===== src/rtl/rclk_supervisor.sv =====
module rclk_supervisor #(
  parameter int unsigned CLK_HZ   = 250_000_000,
  parameter int unsigned PWRUP_MS = 300,
  parameter int unsigned POLL_CYC = 250_000
) (
  input  logic       clk,
  input  logic       rst_n,
  input  logic       cfg_sclk_en,
  input  logic       cfg_mute,
  input  logic [1:0] cfg_cp,
  input  logic       cfg_pd_main,
  input  logic       cfg_pd_aux,
  output logic [1:0] rate_pin,
  output logic       req_valid,
  output logic       req_write,
  output logic [7:0] req_addr,
  output logic [7:0] req_wdata,
  input  logic       req_done,
  input  logic       req_err,
  input  logic [7:0] req_rdata,
  output logic [1:0] rate_code,
  output logic [1:0] acq_phase,
  output logic       locked,
  output logic       err
);
  localparam int unsigned PWRUP_CYC = CLK_HZ / 1000 * PWRUP_MS;
  localparam int unsigned MAX_CYC   = (PWRUP_CYC > POLL_CYC) ? PWRUP_CYC : POLL_CYC;
  localparam int unsigned CNT_W     = $clog2(MAX_CYC) + 1;
  localparam logic [CNT_W-1:0] PW_LAST   = CNT_W'(PWRUP_CYC - 1);
  localparam logic [CNT_W-1:0] POLL_LAST = CNT_W'(POLL_CYC - 1);

  typedef enum logic [1:0] {S_PWRUP, S_CFG, S_WAIT, S_READ} st_t;

  st_t              st;
  logic [CNT_W-1:0] cnt;
  logic [1:0]       idx;
  logic             cfg_ok;

  wire [3:0] code     = req_rdata[7:4];
  wire       reserved = (code[3:2] == 2'b00);

  assign rate_pin  = (st == S_PWRUP) ? 2'b00 : 2'b11;
  assign req_valid = (st == S_CFG) || (st == S_READ);
  assign req_write = (st == S_CFG);

  always_comb begin
    req_addr  = 8'h32;
    req_wdata = 8'h00;
    if (st == S_CFG) begin
      case (idx)
        2'd0:    begin req_addr = 8'h00; req_wdata = {6'b000000, cfg_mute, cfg_sclk_en}; end
        2'd1:    begin req_addr = 8'h0E; req_wdata = {4'b0001, cfg_cp, 2'b11}; end
        default: begin req_addr = 8'h10; req_wdata = {5'b10000, cfg_pd_main, cfg_pd_aux, 1'b0}; end
      endcase
    end
  end

  always_ff @(posedge clk) begin
    if (!rst_n) begin
      st        <= S_PWRUP;
      cnt       <= '0;
      idx       <= 2'd0;
      cfg_ok    <= 1'b0;
      rate_code <= 2'b00;
      acq_phase <= 2'b00;
      locked    <= 1'b0;
      err       <= 1'b0;
    end else begin
      case (st)
        S_PWRUP: begin
          if (cnt == PW_LAST) begin
            cnt <= '0;
            st  <= S_CFG;
          end else begin
            cnt <= cnt + 1'b1;
          end
        end
        S_CFG: begin
          if (req_done) begin
            if (req_err) begin
              err <= 1'b1;
              idx <= 2'd0;
              st  <= S_WAIT;
            end else if (idx == 2'd2) begin
              cfg_ok <= 1'b1;
              idx    <= 2'd0;
              st     <= S_WAIT;
            end else begin
              idx <= idx + 1'b1;
            end
          end
        end
        S_WAIT: begin
          if (cnt == POLL_LAST) begin
            cnt <= '0;
            st  <= cfg_ok ? S_READ : S_CFG;
          end else begin
            cnt <= cnt + 1'b1;
          end
        end
        default: begin
          if (req_done) begin
            st <= S_WAIT;
            if (req_err || reserved) begin
              err    <= 1'b1;
              locked <= 1'b0;
            end else begin
              rate_code <= code[3:2];
              acq_phase <= code[1:0];
              locked    <= &code[1:0];
              err       <= 1'b0;
            end
          end
        end
      endcase
    end
  end
endmodule


===== config.mk =====
export PLATFORM = sky130hd
export DESIGN_NAME = rclk_supervisor
export DESIGN_NICKNAME = d
export VERILOG_FILES = /design/src/rtl/rclk_supervisor.sv
export SDC_FILE = /design/constraint.sdc
export NUM_CORES = 1
export LEC_CHECK = 0
export BUFFER_PORTS_ARGS = -buffer_cell sky130_fd_sc_hd__buf_2
export CORE_MARGIN = 3
export CORE_UTILIZATION = 54
export DETAILED_ROUTE_END_ITERATION = 16
export PLACE_DENSITY = 0.79
export SLEW_MARGIN = 10
export SYNTH_ARGS = -nofsm -noshare
export SYNTH_HDL_FRONTEND = slang
export SYNTH_SLANG_ARGS = --single-unit

===== constraint.sdc =====
create_clock -name clk -period 2.7 [get_ports clk]
set_input_delay 0.27 -clock clk [delete_from_list [all_inputs] [get_ports clk]]
set_output_delay 0.27 -clock clk [all_outputs]
set_load 0.01 [all_outputs]

# Yosys cells after proc, flatten, opt, wreduce, memory -nomap -nowiden
# Cells that the tools add are included.
# totals
elab_cells	66
latchBits	0
memories	0
input_bits	18
ramBits	0
romBits	0
reg_bits	39
output_inout_bits	26
# op_classes
muxes	24
div	0
n_mul	0
n_lt_le_gt_ge	0
shift	0
bitwise_logic	4
addsub	2
reduce_logical	16
n_eq_ne	12
# op_table
cell	count
$mux W28	2
$pmux W28 S2	1
$add A28 B1 Y28 const B	1
$eq A28 B18 Y1 const B	1
$eq A28 B27 Y1 const B	1
$mux W2	10
$pmux W8 S2	1
$pmux W5 S2	1
$mux W8	1
$eq A2 B2 Y1 const B	3
$logic_not A2 Y1	3
$mux W6	1
$ne A2 B1 Y1 const B	3
$pmux W2 S3	1
$reduce_and A2 Y1	3
$reduce_and A3 Y1	2
$mux W1	5
$reduce_and A5 Y1	1
$eq A2 B1 Y1 const B	2
$not A1 Y1	4
$reduce_and A4 Y1	1
$ne A3 B1 Y1 const B	1
$reduce_bool A3 Y1	1
$reduce_or A3 Y1	1
other kinds (6)	7

# Depth between registers and ports, before layout
# logic_depth
depth_word	5
depth_mapped	7
ltp_nobuf	5

# Worst setup path before layout
# No wires, ideal clock.
# synth_timing
path_kind	register -> register
from	register cnt[0]
to	register cnt[24]
period_less_slack_ns	2.063
required_time_ns	2.620
arrival_ns	1.983
path_stages_with_launch	7
slack_ns	0.637
cell_sequence	dfxtp_1 > ha_1 > nand4b_1 > or4_1 > buf_2 > or4_1 > a211oi_2
# synth_between
elab_chain_cells	3
elab_cells_between_ends	6
cone_classes	add/sub: 1; eq/ne: 2; mux: 3
# synth_rtl
element	line_no	source
from (decl)	35	logic [CNT_W-1:0] cnt;
from (signal assigned)	75	cnt <= cnt + 1'b1;
from (signal assigned)	98	cnt <= cnt + 1'b1;
$add A28 B1 Y28 (tied with other cells)	75, 98	
$mux W28, on equally long branches	94, 71	
$pmux W28 S2 (*)	69	case (st)
# Every way passes the cells marked *; elsewhere a longest branch is shown, timed or not.
# A chain may end at the register's enable or synchronous reset.

# Final worst setup path
# Same ends and word-level chain as after synthesis.

==> metrics.yaml <==
cts_num_sinks: 39
finalCriticalPeriod_ns: 2.29
final_cell_mix: "dfxtp_1, buf_2, nor3_1, nor2_1, a211oi_1"
cts_tree: "done"
met3_usage_pct: 6.49
synth_top_area_share_pct: 37.9
seq_area_frac_synth_pct: 37.9
use_met1_pct: 26.6
vias_per_cell: 5.86
die_x_microns: 67.8
cp-start-kind: "flip-flop"
grt.busiest_layer: "met2"
worstSetupEndpointType: "flip-flop"
final_common_cell: "dfxtp_1"
path_max_fanout: 8
die_h_microns: 67.8
p_per_area_nw_per_um2: 435
clk_path_buf_depth: 2
synth_largest_area_cell: "dfxtp_1"
fp.coreArea_sq_um: 3490
grt_pass1_vias: 1594
power.leakage_uw: 0.000850
maxSlewViolCount: 0
synth.area.top_cells: "dfxtp_1, nor3_1, a211oi_1"
dp_hpwl_microns: 3090
dieArea_sq_um: 4590
drtPass1Iterations: 4
crit_type: "flip-flop to flip-flop"
synth-seq-cells: 39
synthCells: 242
yosysWarnings: 0
wirelength_microns: 4370
syn2layout_area_growth_pct: 11.2
cts_max_level: 2
drive_above_1_share_pct: 19.3
synth_flop_cell: "dfxtp_1"
ir_drop_v: 0.000265
place_congestion: 0.783
synth-edff-count: 0
synth-async-reset-ratio_pct: 0
port_buffers: 34
syn_area_sq_um: 2060
grt_usage_pct: 20.6
antenna_found_initial: 0
ff2ff_setup_slack_ns: 0.41
critPathArrivalTime_ns: 2.50
rsz0062_at_grt: "false"
vias: 1851
io_pins: 44
cts_hold_buf: 0
syn_avg_cell_area_sq_um: 8.52
max_freq_mhz: 437
grt_pass1_wl_microns: 7180
status: "completed"
initial_utilization_pct: 59.0
setup_violations: 0
grt_use_met2_pct: 32.6
post_cts_buffers: 0
cts_made_buffers: 5
drt-wirelength-per-cell_microns: 13.8
cts.clk_slew.worst_paths_ns: 0.07
cts_resized: 0
required_ns: 2.91
cap_violations: 0
drtIter0Drc: 101
finalClockSkew_ns: 0.00297
hp-class: "input pin to flip-flop"
drtAntennaViolNets: 0
fillCellCount: 309
antennaDiodeCount: 0
fin_nets: 288
rows: 21
grt_max_degree: 27
drc: 0
insertion_delay_ns: 0.29
overflow: 0
yosysUniqueCellTypes: 44
timing.final.hold_violations: 0
finalCritPeriodShare_pct: 84.7
cts_root_buffer: "clkbuf_8"
fin_setup_tns_ns: 0
finalHoldWorstSlack_ns: 0.218
stage by stage:
stage               cell area [sq um]  worst slack [ns]  total power (uW)  instances  utilization, %
finish                           2290             0.413               995        316            65.6
global route                     2290             0.307              1040        316            65.6
CTS                              2290             0.404              1000        316            65.6
detailed placement               2210             0.435               634        308            63.2
global placement                 2210             0.489               633        308            63.2
floorplan                        2080             0.637               624        246               -
final cells by class:
| type | count | area, sq um | share of cell area [%] |
|---|---|---|---|
| repair buffers | 38 | 200 | 8.74 |
| clock buffers | 7 | 76.3 | 3.33 |
| clock inverters | 1 | 5.00 | 0.218 |
| inverters | 5 | 18.8 | 0.819 |
| flip-flops and latches | 39 | 781 | 34.1 |
| multi-input cells | 180 | 1150 | 50.3 |
| well taps | 46 | 57.6 | 2.51 |
Yosys cell counts (2+ instances only):
master / count
o31ai_1: 4
clkbuf_1: 6
nand3_1: 10
o21ai_0: 10
or4_1: 7
inv_1: 5
nor4_1: 3
nor2b_1: 3
buf_4: 8
nand4_1: 10
a211oi_1: 12
xor2_1: 6
xnor2_1: 9
mux2i_1: 5
or2_2: 2
nor3_1: 20
and4_1: 4
and3_1: 4
and2_1: 3
nand2_1: 11
nor2_1: 19
or3_1: 9
dfxtp_1: 39
a31oi_1: 2
buf_2: 6
a21oi_1: 5
nor4b_1: 3
cell families after synthesis:
family                   after synthesis  share of synthesized area, %
adder cells (fa/ha/maj)                1                         0.607
buffers and inverters                 27                          7.10
XOR/XNOR                              15                          6.38
other                                  1                         0.182
multiplexers                           5                          2.43
AO/OA/AOI/OAI                         38                          12.4
flip-flops                            39                          37.9
AND/OR/NAND/NOR                      116                          33.0
registers in the layout (all words and copies together), names as in the netlist:
| signal | flops |
|---|---|
| rate_code | 2 |
| cfg_ok | 1 |
| err | 1 |
| locked | 1 |
| cnt | 28 |
| st | 2 |
| idx | 2 |
| acq_phase | 2 |
critical path, stage by stage (launching register included):
cell	delay (ns)
dfxtp_1	0.41
ha_1	0.22
nand4b_1	0.17
or4_1	0.71
or4_1	0.48
a211oi_2	0.22
report_power, final:
part           leakage, uW  internal [uW]  switching [uW]
Clock            0.0000422            181             194
Sequential        0.000315            579            5.40
Combinational     0.000493           14.4            22.3
metal layers:
layer	wire length, microns	vias to the layer above
li1	-	938
met3	215	9
met1	1970	864
met2	2130	40
met4	53	0
met5	0	-
worst paths after layout:
kind               start       to  depth (start not counted)
setup reg to reg  cnt[0]  cnt[24]                          5
hold reg to reg   cfg_ok   cfg_ok                          2
hold / removal     rst_n    st[0]                          2
setup / recovery  cnt[0]  cnt[24]                          5
Power figures use the tool's default switching activity.
